[config.mk]
export PLATFORM = sky130hd
export DESIGN_NAME = rxd_ring_dma
export DESIGN_NICKNAME = d
export VERILOG_FILES = /design/src/rtl/rxd_pkg.sv /design/src/rtl/rxd_infifo.sv /design/src/rtl/rxd_engine.sv /design/src/rtl/rxd_ring_dma.sv
export SDC_FILE = /design/constraint.sdc
export NUM_CORES = 1
export LEC_CHECK = 0
export BUFFER_PORTS_ARGS = -buffer_cell sky130_fd_sc_hd__buf_2
export CAP_MARGIN = 20
export CORE_MARGIN = 4
export CORE_UTILIZATION = 39
export CTS_CLUSTER_DIAMETER = 120
export DETAILED_ROUTE_END_ITERATION = 8
export SYNTH_ARGS = -nofsm -noshare
export SYNTH_HDL_FRONTEND = slang
export SYNTH_HIERARCHICAL = 1
export SYNTH_SLANG_ARGS = --single-unit
export TNS_END_PERCENT = 100
[constraint.sdc]
create_clock -name clk -period 5.5 [get_ports clk]
set_input_delay 0.55 -clock clk [delete_from_list [all_inputs] [get_ports clk]]
set_output_delay 0.55 -clock clk [all_outputs]
set_load 0.1 [all_outputs]
[src/rtl/rxd_pkg.sv]
package rxd_pkg;
  localparam int OWN_B  = 31;
  localparam int ES_B   = 15;
  localparam int LERR_B = 12;
  localparam int OVF_B  = 11;
  localparam int FS_B   = 9;
  localparam int LS_B   = 8;
  localparam int CRC_B  = 1;
  localparam int FL_LSB = 16;
  localparam int FL_W   = 14;
  localparam int SZ_W   = 13;

  typedef struct packed {
    logic       mark;
    logic       lerr;
    logic       crc;
    logic       last;
    logic [7:0] data;
  } ent_t;

  typedef enum logic [3:0] {
    S_IDLE, S_F0, S_F1, S_F2, S_F3, S_F4, S_FILL,
    S_P0, S_P1, S_WB, S_DISC, S_SUSP
  } st_t;
endpackage

[src/rtl/rxd_infifo.sv]
module rxd_infifo
  import rxd_pkg::*;
#(
  parameter int DEPTH = 16
) (
  input  logic       clk,
  input  logic       rst_n,
  input  logic       en,
  input  logic       in_valid,
  input  logic [7:0] in_data,
  input  logic       in_last,
  input  logic       in_crc,
  input  logic       in_lerr,
  input  logic       pop,
  output ent_t       out_ent,
  output logic       out_valid,
  output logic       ovf_pulse
);
  localparam int AW = $clog2(DEPTH);
  localparam logic [AW:0] FULLV = (AW+1)'(DEPTH);

  ent_t           mem_q [DEPTH];
  logic [AW-1:0]  wp_q, rp_q;
  logic [AW:0]    cnt_q, cnt_d;
  logic           drop_q, drop_d, term_q, term_d;
  logic           full, term_push, data_push, push, do_pop;
  ent_t           wr_ent;

  assign full      = (cnt_q == FULLV);
  assign out_valid = (cnt_q != '0);
  assign out_ent   = mem_q[rp_q];
  assign do_pop    = pop & out_valid;
  assign term_push = term_q & ~full;
  assign data_push = in_valid & en & ~drop_q & ~term_q & ~full;
  assign push      = term_push | data_push;

  always_comb begin
    wr_ent = term_push ? '{mark: 1'b1, lerr: 1'b0, crc: 1'b0, last: 1'b1, data: 8'h00}
                       : '{mark: 1'b0, lerr: in_lerr, crc: in_crc, last: in_last, data: in_data};
    cnt_d  = cnt_q + (AW+1)'(push) - (AW+1)'(do_pop);
    drop_d = drop_q;
    term_d = term_q;
    ovf_pulse = 1'b0;
    if (term_push) term_d = 1'b0;
    if (in_valid && en && !data_push) begin
      if (drop_q) begin
        if (in_last) begin
          drop_d = 1'b0;
          term_d = 1'b1;
        end
      end else begin
        ovf_pulse = 1'b1;
        if (in_last) term_d = 1'b1;
        else         drop_d = 1'b1;
      end
    end
  end

  always_ff @(posedge clk or negedge rst_n) begin
    if (!rst_n) begin
      wp_q   <= '0;
      rp_q   <= '0;
      cnt_q  <= '0;
      drop_q <= 1'b0;
      term_q <= 1'b0;
    end else begin
      cnt_q  <= cnt_d;
      drop_q <= drop_d;
      term_q <= term_d;
      if (push)   wp_q <= wp_q + 1'b1;
      if (do_pop) rp_q <= rp_q + 1'b1;
    end
  end

  always_ff @(posedge clk) begin
    if (push) mem_q[wp_q] <= wr_ent;
  end

  assert_fifo_bound_R8: assert property (@(posedge clk) disable iff (!rst_n)
    cnt_q <= FULLV);
  assert_marker_needs_loss_R8: assert property (@(posedge clk) disable iff (!rst_n)
    $rose(term_q) |-> $past(in_valid));
endmodule

[src/rtl/rxd_engine.sv]
module rxd_engine
  import rxd_pkg::*;
#(
  parameter int AW = 16
) (
  input  logic          clk,
  input  logic          rst_n,
  input  logic [AW-1:0] ring_base,
  input  logic          cmd_start,
  input  logic          cmd_stop,
  input  logic          cmd_resume,
  input  ent_t          f_ent,
  input  logic          f_valid,
  output logic          f_pop,
  input  logic          in_ovf,
  output logic          rx_en,
  output logic          mem_en,
  output logic          mem_we,
  output logic [AW-1:0] mem_addr,
  output logic [31:0]   mem_wdata,
  output logic [3:0]    mem_be,
  input  logic [31:0]   mem_rdata,
  output logic          ev_frame_done,
  output logic          ev_buf_unavail,
  output logic          ev_overflow,
  output logic          ev_stopped
);
  st_t             st_q, st_d;
  logic [AW-1:0]   cur_q, cur_d, nxt_q, nxt_d, bufa_q, bufa_d;
  logic [SZ_W-1:0] bsz_q, bsz_d, bcnt_q, bcnt_d, bcnt_inc;
  logic [FL_W-1:0] flen_q, flen_d;
  logic [31:0]     wbuf_q, wbuf_d, wb_word;
  logic            first_q, first_d, ls_q, ls_d, ovf_q, ovf_d;
  logic            crc_q, crc_d, lerr_q, lerr_d, trunc_q, trunc_d;
  logic            stop_q, stop_d, fev_q, fev_d, oev_q, oev_d, sev_q, sev_d;
  logic [1:0]      lane;
  logic [AW-1:0]   waddr;
  logic [31:0]     unused_rd;

  assign unused_rd = mem_rdata;
  assign lane      = bcnt_q[1:0];
  assign bcnt_inc  = bcnt_q + 1'b1;
  assign waddr     = bufa_q + {{(AW-SZ_W){1'b0}}, bcnt_q[SZ_W-1:2], 2'b00};
  assign rx_en     = (st_q != S_IDLE);

  always_comb begin
    wb_word = '0;
    wb_word[FS_B]   = first_q;
    wb_word[LS_B]   = ls_q;
    wb_word[CRC_B]  = crc_q;
    wb_word[OVF_B]  = ovf_q;
    wb_word[LERR_B] = lerr_q;
    wb_word[ES_B]   = ls_q & (crc_q | ovf_q | lerr_q);
    wb_word[FL_LSB +: FL_W] = ls_q ? flen_q : '0;
  end

  always_comb begin
    st_d = st_q; cur_d = cur_q; nxt_d = nxt_q; bufa_d = bufa_q;
    bsz_d = bsz_q; bcnt_d = bcnt_q; flen_d = flen_q; wbuf_d = wbuf_q;
    first_d = first_q; ls_d = ls_q; ovf_d = ovf_q; crc_d = crc_q;
    lerr_d = lerr_q; trunc_d = trunc_q;
    stop_d = stop_q | cmd_stop;
    fev_d = 1'b0; sev_d = 1'b0; oev_d = in_ovf;
    mem_en = 1'b0; mem_we = 1'b0; mem_addr = cur_q; mem_wdata = '0; mem_be = '0;
    f_pop = 1'b0;
    case (st_q)
      S_IDLE: begin
        stop_d = 1'b0;
        if (cmd_start) begin
          cur_d = ring_base; first_d = 1'b1; flen_d = '0; st_d = S_F0;
        end
      end
      S_F0: begin
        if (stop_q) begin
          st_d = S_IDLE; sev_d = 1'b1;
        end else begin
          mem_en = 1'b1; st_d = S_F1;
        end
      end
      S_F1: begin
        if (!mem_rdata[OWN_B]) st_d = S_SUSP;
        else begin
          mem_en = 1'b1; mem_addr = cur_q + AW'(4); st_d = S_F2;
        end
      end
      S_F2: begin
        bsz_d = mem_rdata[SZ_W-1:0];
        mem_en = 1'b1; mem_addr = cur_q + AW'(8); st_d = S_F3;
      end
      S_F3: begin
        bufa_d = mem_rdata[AW-1:0];
        mem_en = 1'b1; mem_addr = cur_q + AW'(12); st_d = S_F4;
      end
      S_F4: begin
        nxt_d = mem_rdata[AW-1:0]; bcnt_d = '0; st_d = S_FILL;
      end
      S_FILL: begin
        mem_addr = waddr;
        if (f_valid) begin
          f_pop = 1'b1;
          if (f_ent.mark) begin
            if (lane != 2'd0) begin
              mem_en = 1'b1; mem_we = 1'b1; mem_wdata = wbuf_q;
              mem_be = 4'((5'd1 << lane) - 5'd1);
            end
            ls_d = 1'b1; ovf_d = 1'b1; crc_d = 1'b0; lerr_d = 1'b0; st_d = S_WB;
          end else begin
            wbuf_d[{lane, 3'b000} +: 8] = f_ent.data;
            bcnt_d = bcnt_inc;
            flen_d = flen_q + 1'b1;
            if (lane == 2'd3 || f_ent.last || bcnt_inc == bsz_q) begin
              mem_en = 1'b1; mem_we = 1'b1; mem_wdata = wbuf_d;
              mem_be = 4'((5'd2 << lane) - 5'd1);
            end
            if (f_ent.last) begin
              ls_d = 1'b1; ovf_d = 1'b0; crc_d = f_ent.crc; lerr_d = f_ent.lerr;
              st_d = S_WB;
            end else if (bcnt_inc == bsz_q) begin
              st_d = S_P0;
            end
          end
        end else if (stop_q && bcnt_q == '0 && flen_q == '0) begin
          st_d = S_IDLE; sev_d = 1'b1;
        end
      end
      S_P0: begin
        mem_en = 1'b1; mem_addr = nxt_q; st_d = S_P1;
      end
      S_P1: begin
        crc_d = 1'b0; lerr_d = 1'b0; st_d = S_WB;
        if (mem_rdata[OWN_B]) begin
          ls_d = 1'b0; ovf_d = 1'b0;
        end else begin
          ls_d = 1'b1; ovf_d = 1'b1; trunc_d = 1'b1;
        end
      end
      S_WB: begin
        mem_en = 1'b1; mem_we = 1'b1; mem_be = 4'hF; mem_wdata = wb_word;
        cur_d = nxt_q;
        if (ls_q) begin
          fev_d = 1'b1; flen_d = '0; first_d = 1'b1;
        end else begin
          first_d = 1'b0;
        end
        if (trunc_q) begin
          oev_d = 1'b1; trunc_d = 1'b0; st_d = S_DISC;
        end else begin
          st_d = S_F0;
        end
      end
      S_DISC: begin
        if (f_valid) begin
          f_pop = 1'b1;
          if (f_ent.last) st_d = S_F0;
        end
      end
      S_SUSP: begin
        if (stop_q) begin
          st_d = S_IDLE; sev_d = 1'b1;
        end else if (cmd_resume) begin
          st_d = S_F0;
        end
      end
      default: st_d = S_IDLE;
    endcase
  end

  always_ff @(posedge clk or negedge rst_n) begin
    if (!rst_n) begin
      st_q <= S_IDLE; cur_q <= '0; nxt_q <= '0; bufa_q <= '0; bsz_q <= '0;
      bcnt_q <= '0; flen_q <= '0; wbuf_q <= '0; first_q <= 1'b1; ls_q <= 1'b0;
      ovf_q <= 1'b0; crc_q <= 1'b0; lerr_q <= 1'b0; trunc_q <= 1'b0;
      stop_q <= 1'b0; fev_q <= 1'b0; oev_q <= 1'b0; sev_q <= 1'b0;
    end else begin
      st_q <= st_d; cur_q <= cur_d; nxt_q <= nxt_d; bufa_q <= bufa_d; bsz_q <= bsz_d;
      bcnt_q <= bcnt_d; flen_q <= flen_d; wbuf_q <= wbuf_d; first_q <= first_d;
      ls_q <= ls_d; ovf_q <= ovf_d; crc_q <= crc_d; lerr_q <= lerr_d;
      trunc_q <= trunc_d; stop_q <= stop_d; fev_q <= fev_d; oev_q <= oev_d;
      sev_q <= sev_d;
    end
  end

  assign ev_frame_done  = fev_q;
  assign ev_overflow    = oev_q;
  assign ev_stopped     = sev_q;
  assign ev_buf_unavail = (st_q == S_SUSP);

  assert_wait_held_R7: assert property (@(posedge clk) disable iff (!rst_n)
    (ev_buf_unavail && !cmd_resume && !cmd_stop && !stop_q) |=> ev_buf_unavail);
  assert_done_after_close_R4: assert property (@(posedge clk) disable iff (!rst_n)
    ev_frame_done |-> ($past(mem_we) && $past(mem_wdata[LS_B]) && !$past(mem_wdata[OWN_B])));
  assert_lanes_enabled_R3: assert property (@(posedge clk) disable iff (!rst_n)
    mem_we |-> (mem_be != 4'h0));
  assert_stop_quiet_R10: assert property (@(posedge clk) disable iff (!rst_n)
    ev_stopped |-> (!rx_en && !mem_en));
endmodule

[src/rtl/rxd_ring_dma.sv]
module rxd_ring_dma
  import rxd_pkg::*;
#(
  parameter int AW    = 16,
  parameter int DEPTH = 16
) (
  input  logic          clk,
  input  logic          rst_n,
  input  logic [AW-1:0] ring_base,
  input  logic          cmd_start,
  input  logic          cmd_stop,
  input  logic          cmd_resume,
  input  logic          in_valid,
  input  logic [7:0]    in_data,
  input  logic          in_last,
  input  logic          in_crc_err,
  input  logic          in_len_err,
  output logic          mem_en,
  output logic          mem_we,
  output logic [AW-1:0] mem_addr,
  output logic [31:0]   mem_wdata,
  output logic [3:0]    mem_be,
  input  logic [31:0]   mem_rdata,
  output logic          ev_frame_done,
  output logic          ev_buf_unavail,
  output logic          ev_overflow,
  output logic          ev_stopped
);
  logic [1:0] rsync_q;
  logic       rst_i;
  ent_t       f_ent;
  logic       f_valid, f_pop, in_ovf, rx_en;

  always_ff @(posedge clk or negedge rst_n) begin
    if (!rst_n) rsync_q <= 2'b00;
    else        rsync_q <= {rsync_q[0], 1'b1};
  end
  assign rst_i = rsync_q[1];

  rxd_infifo #(.DEPTH(DEPTH)) u_fifo (
    .clk(clk), .rst_n(rst_i), .en(rx_en), .in_valid(in_valid), .in_data(in_data),
    .in_last(in_last), .in_crc(in_crc_err), .in_lerr(in_len_err), .pop(f_pop),
    .out_ent(f_ent), .out_valid(f_valid), .ovf_pulse(in_ovf)
  );

  rxd_engine #(.AW(AW)) u_eng (
    .clk(clk), .rst_n(rst_i), .ring_base(ring_base), .cmd_start(cmd_start),
    .cmd_stop(cmd_stop), .cmd_resume(cmd_resume), .f_ent(f_ent), .f_valid(f_valid),
    .f_pop(f_pop), .in_ovf(in_ovf), .rx_en(rx_en), .mem_en(mem_en), .mem_we(mem_we),
    .mem_addr(mem_addr), .mem_wdata(mem_wdata), .mem_be(mem_be), .mem_rdata(mem_rdata),
    .ev_frame_done(ev_frame_done), .ev_buf_unavail(ev_buf_unavail),
    .ev_overflow(ev_overflow), .ev_stopped(ev_stopped)
  );
endmodule

; Word level (Yosys, flattened, before mapping)
; Memories as Yosys holds them, arrays and structs flattened.
; Cells that the tools add are included.
[totals]
register_bits = 151
latchBits = 0
ramBits = 192
mem_bits_ro = 0
output_inout_bits = 58
wordCells = 197
n_memories = 1
[classes]
n_addsub = 13
multipliers = 0
n_div = 0
n_lt_le_gt_ge = 0
n_eq_ne = 25
n_shift = 4
mux = 87
bitwise = 15
reduce_logical = 28
[mem_list]
columns = memory, depth, width, read_ports, rd_clocked_by_memory_dff, write_ports, line_no
row1 = u_fifo.mem_q, 16, 12, 1, 0, 1, rxd_infifo.sv:22  ; ent_t mem_q [DEPTH];
[op_table]
columns = cell, count
row1 = 32-bit 2-to-1 mux, 4
row2 = 16-bit case mux with 5 select lines, 1
row3 = 14-bit 2-to-1 mux, 5
row4 = 4-bit 2-to-1 mux, 16
row5 = 32-bit case mux with 2 select lines, 1
row6 = 4-bit case mux with 12 select lines, 1
row7 = 14-bit case mux with 3 select lines, 1
row8 = 1-bit 2-to-1 mux, 39
row9 = "16-bit by 4-bit adder with 16-bit output, second input constant", 2
row10 = 32-bit bitwise mux, 1
row11 = 16-bit 2-to-1 mux, 2
row12 = 16-bit case mux with 2 select lines, 1
row13 = "8-bit by 7-bit variable shift with 32-bit output, first input constant", 1
row14 = 8-bit by 7-bit variable part select with 32-bit output, 1
row15 = 13-bit 2-to-1 mux, 2
row16 = 13-bit case mux with 2 select lines, 1
row17 = 16-bit by 13-bit adder with 16-bit output, 1
row18 = "16-bit by 3-bit adder with 16-bit output, second input constant", 1
row19 = "4-bit by 3-bit equality test with 1-bit output, second input constant", 4
row20 = "4-bit equality test, second input constant", 4
row21 = 1-bit case mux with 2 select lines, 8
row22 = "14-bit by 1-bit adder with 14-bit output, second input constant", 1
row23 = 14-bit zero test, 1
row24 = "13-bit by 1-bit adder with 13-bit output, second input constant", 1
row25 = other kinds (39), 72

; Longest topological paths before layout
[logic_depth]
word_depth = 10
ltp_mapped = 16
mapped_depth_nobuf = 15

; Modules after synthesis
; The synthesis kept the hierarchy.
[by_module_without_submodules]
columns = mod, n_inst, cells_each, area_each_um2, seq_area_each_um2
row1 = rxd_engine, 1, 1077, 9161.3, 3354.5
row2 = rxd_infifo, 1, 459, 8366.8, 6140.9
row3 = rxd_ring_dma, 1, 3, 53.8, 50.0

; Worst setup path after synthesis
; Ideal clock, no wire load.
[synth_timing]
path_type = reg2out
start = register u_eng.st_q[0]
end = output mem_addr[4]
arrival_ps = 5020
path_slack_ps = -70
path_stages_with_launch = 5
path_buffers = 2
path_cell_list = dfrtp_1 > clkbuf_1 > or4b_2 > clkbuf_1 > o311ai_0
[synth_via]
elab_chain_len = 2
[synth_rtl]
columns = item, line_no
row1 = "start, declared", rxd_engine.sv:28  ; st_t st_q, st_d;
row2 = "start signal, assigned", rxd_engine.sv:175  ; st_q <= st_d; cur_q <= cur_d; nxt_q <= nxt_d; bufa_q <= bufa_d; bsz_q <= bsz_d;
row3 = 4-bit by 3-bit equality test with 1-bit output / 4-bit by 2-bit equality test with 1-bit output (equally long branches), rxd_engine.sv:66  ; case (st_q)
row4 = 16-bit case mux with 5 select lines *, rxd_engine.sv:66
row5 = "end, declared", rxd_ring_dma.sv:20  ; output logic [AW-1:0] mem_addr,
; Mark *: on every way between the ends. The rest lies on a longest branch, timed or not.

==> results by group <==
Outcome
  – Outcome: finished clean

Yosys
  – Number of enable flip-flop cells after synthesis: 192
  – Top cells by area, synth: edfxtp_1, dfrtp_1, nand2_1
  – FFs w/ async S/R, synth: 0.440
  – Flops & latches, synth: around 340
  – XOR/XNOR Fraction of Synth Area: 0.0244
  – Synth warn: 6
  – Most numerous cell in the Yosys netlist: nand2_1
  – Synth unique cells: 98
  – Post-synthesis cell count: 1539
  – Share of the synthesized area in the top cell type: 0.328
  – Primary FF master, synth: edfxtp_1
  – Largest family of logic cells by synthesized area: compound AO/OA/AOI/OAI gates
  – Synthesized area: 0.0176 mm^2
  – Syn_nets: 1642
  – Adder-cell share of the synthesized area: 0.0279
  – Sequential element share of the synthesized area: 0.543
  – Synth Area in Compound Gates: 0.150
  – Area leader, netlist: edfxtp_1
  – Post-synthesis mux area share: 0.0811
  – Synth top cells by count: nand2_1, edfxtp_1, dfrtp_1, o21ai_0, nor2_1
  – Synth Area per Inst: about 11 um^2
  – Simple-gate area share of the yosys netlist: 0.136

Detailed routing
  – Vias post-DR: 12700
  – 1st-iter DRT viols: 1424
  – Pre-Repair DR Iteration Count: 5
  – DR vias/cell: between 5 and 6
  – Antenna-violating nets left: 0
  – Detailed Route WL: 47300 um
  – DR DRC count: 0
  – Wirelength per Cell: ~21 um

Floorplan
  – DIE HEIGHT: 220 um
  – Core area: 0.0444 mm^2
  – Die area: 0.0485 mm^2
  – Chip Width: roughly 220 um
  – Site row count: just under 80
  – Initial Util: 0.396
  – I/O Pins: 123

Global routing
  – Initial antenna violation count: 2
  – Largest net degree at the start of global routing: 58
  – Met1 Use GR: 0.290
  – Global-route usage over all layers: 0.193
  – GRT Residual Overflow: 0
  – Vias in the first global route: around 12000
  – Met2 GRT Util: 0.280
  – GR met3 Demand/Resource: 0.0349
  – Global-route wire length before repair: 72600 um
  – GRT busiest layer: met1

CTS
  – Maximum clock insertion buffer count: 3
  – Post-CTS setup buffers: 0
  – CTS tree: built
  – CTS sink count: 343
  – Clk Tree Root Cell: clkbuf_16
  – Post-CTS sizing: 0
  – Total CTS buffers: 39
  – Level count of the clock H-tree: 2
  – Worst skew pair latency: 560 ps
  – Register clock-pin slew on the reported worst setup and hold paths: 60 ps

STA
  – Clk_skew: approximately 13 ps
  – Worst-Margin Slew: ~1200 ps
  – Slew HR: 0.187
  – Final setup viols: 0
  – Max Clk Rate: 196 MHz
  – Setup TNS: 0 ps
  – Min Tclk post-route: approximately 5000 ps
  – Final hold violation count: 0
  – RSZ-0062 raised after global routing: no
  – Hold slack: 203 ps
  – Final period util: 0.930
  – Final Max Slew Viols: 0

Flow run
  – Max-Cap Viols: 0

Power and ir drop
  – Int Pwr: between 6 and 7 mW
  – Combinational Power Share: 0.394
  – Psw: 4.56 mW
  – Pwr dens: 534 mW/mm^2
  – Switching share of power: 0.428
  – Clock share of power: 0.245
  – Leak: 7.83 nW
  – Peak VDD IR: 0.000488 V
  – Sequential Power Share: 0.361

Critical path
  – Flop2flop setup slack: ~1500 ps
  – Critical-path top delay cell: dfrtp_1
  – CP Cell Sequence: and2_1 -> a221oi_1 -> a22oi_1 -> nand2_1 -> or3_1 -> and2_1 -> a41oi_4 -> buf_4 -> o22ai_1 -> buf_2
  – Max incr delay on CP: approximately 730 ps
  – Req. time, crit path: 4950 ps
  – Max FO, Critical Path: 33
  – Kind of critical path: flip-flop to output pin
  – Most frequent CP cell: and2_1
  – CP endpoint kind: output pin
  – Critical Path Source Type: flip-flop
  – CP Data Arrival Time: 4570 ps

Layout
  – Nets: 1721
  – Area growth syn-to-layout: 13.5%
  – Share of cells above drive strength 1: 0.182

Placed design
  – RD Place Congestion: 0.920
  – Port Buffers: about 110
  – Post-DP HPWL: 32500 um

Worst hold path
  – Hold Crit Class: input pin to flip-flop
[state kept, by name, summed over array words and instances, names as in the netlist, 2 cells and up]
name          count
u_eng/wbuf_q     32
u_eng/st_q        4
u_fifo/cnt_q      5
u_eng/cur_q      16
u_eng/bcnt_q     13
u_eng/flen_q     14
u_eng/bufa_q     16
u_fifo/wp_q       4
u_eng/bsz_q      13
u_fifo/mem_q    192
rsync_q           2
u_fifo/rp_q       4
u_eng/nxt_q      16
[per-stage QoR]
step / cell area (um^2) / total power, mW / setup WS, ps / utilization / instances
after CTS: 19900 / 10.7 / 447 / 0.449 / 2239
after global routing: 20000 / 11.3 / 215 / 0.449 / 2240
final: 20000 / 10.7 / 385 / 0.449 / 2241
after detailed placement: 18700 / 8.07 / 1060 / 0.420 / 2168
after floorplan: 17600 / 6.95 / 635 / - / 1539
after global placement: 18700 / 8.00 / 1150 / 0.420 / 2168
[power by group through the flow]
stage | clock network (mW) | logic [mW] | registers [mW]
2_1_floorplan | 0 | 3.39 | 3.56
3_3_place_gp | 0 | 4.14 | 3.87
3_5_place_dp | 0 | 4.19 | 3.88
4_1_cts | 2.69 | 4.21 | 3.84
5_1_grt | 2.79 | 4.55 | 3.93
6_report | 2.61 | 4.20 | 3.85
[placed cells by master (no fill, tap or decap), types with 43 or more instances in the layout]
cell type    n
a22o_1      47
dfrtp_1    148
buf_2      107
inv_1       43
a21oi_1     46
mux2i_1     69
nor2_1      90
nand2_1    193
edfxtp_1   192
o21ai_0    100
[kinds of logic after synthesis]
family,count (synthesis)
adders and majority gates,38
other,1
AOI/OAI and AO/OA,378
DFF,343
xor gates and xnor gates,49
muxes,110
and+or+nand+nor,473
buffers and inverters,147
[final timing paths]
check                                      startpoint                            to  cells after the start
max                        u_fifo/rp_q[2]$_DFFE_PN0P_                  mem_wdata[9]                     10
min                                     mem_rdata[14]  u_eng/bufa_q[14]$_DFFE_PN0P_                      3
max reg2reg                 u_eng/st_q[0]$_DFFE_PN0P_     u_fifo/cnt_q[4]$_DFF_PN0_                     14
min reg2reg                      rsync_q[0]$_DFF_PN0_          rsync_q[1]$_DFF_PN0_                      0
max in group asynchronous        rsync_q[1]$_DFF_PN0_    u_fifo/rp_q[0]$_DFFE_PN0P_                      1
min in group asynchronous                       rst_n          rsync_q[0]$_DFF_PN0_                      2
[metal layers]
metal	part of all wire	vias to the layer above
li1	-	5916
met1	0.46	6266
met2	0.44	453
met3	0.067	78
met4	0.034	0
met5	0	-
[worst max-delay path: cells and delay by family (launching register included)]
family / cells / cell delay [ps]
compound gates: 4 / 900
buf+inv: 2 / 840
flops: 1 / 730
simple gates: 4 / 1520
[area by class of cell]
cell class | instances | area [um^2]
Fill cell | 4101 | 24500
Sequential cell | 343 | 9550
Multi-Input combinational cell | 1049 | 7420
Clock buffer | 46 | 1010
Timing Repair Buffer | 141 | 793
Tap cell | 592 | 741
Clock inverter | 24 | 265
Inverter | 44 | 165
Antenna cell | 2 | 5.00
[timing repair]
action / 4_1_cts / 5_1_grt
endpoints found under the setup margin: 0 / 0
hold buffers: 1 / 0
endpoints found under the hold margin: 2 / 0
No activity file was read; power rests on OpenSTA's default activity.
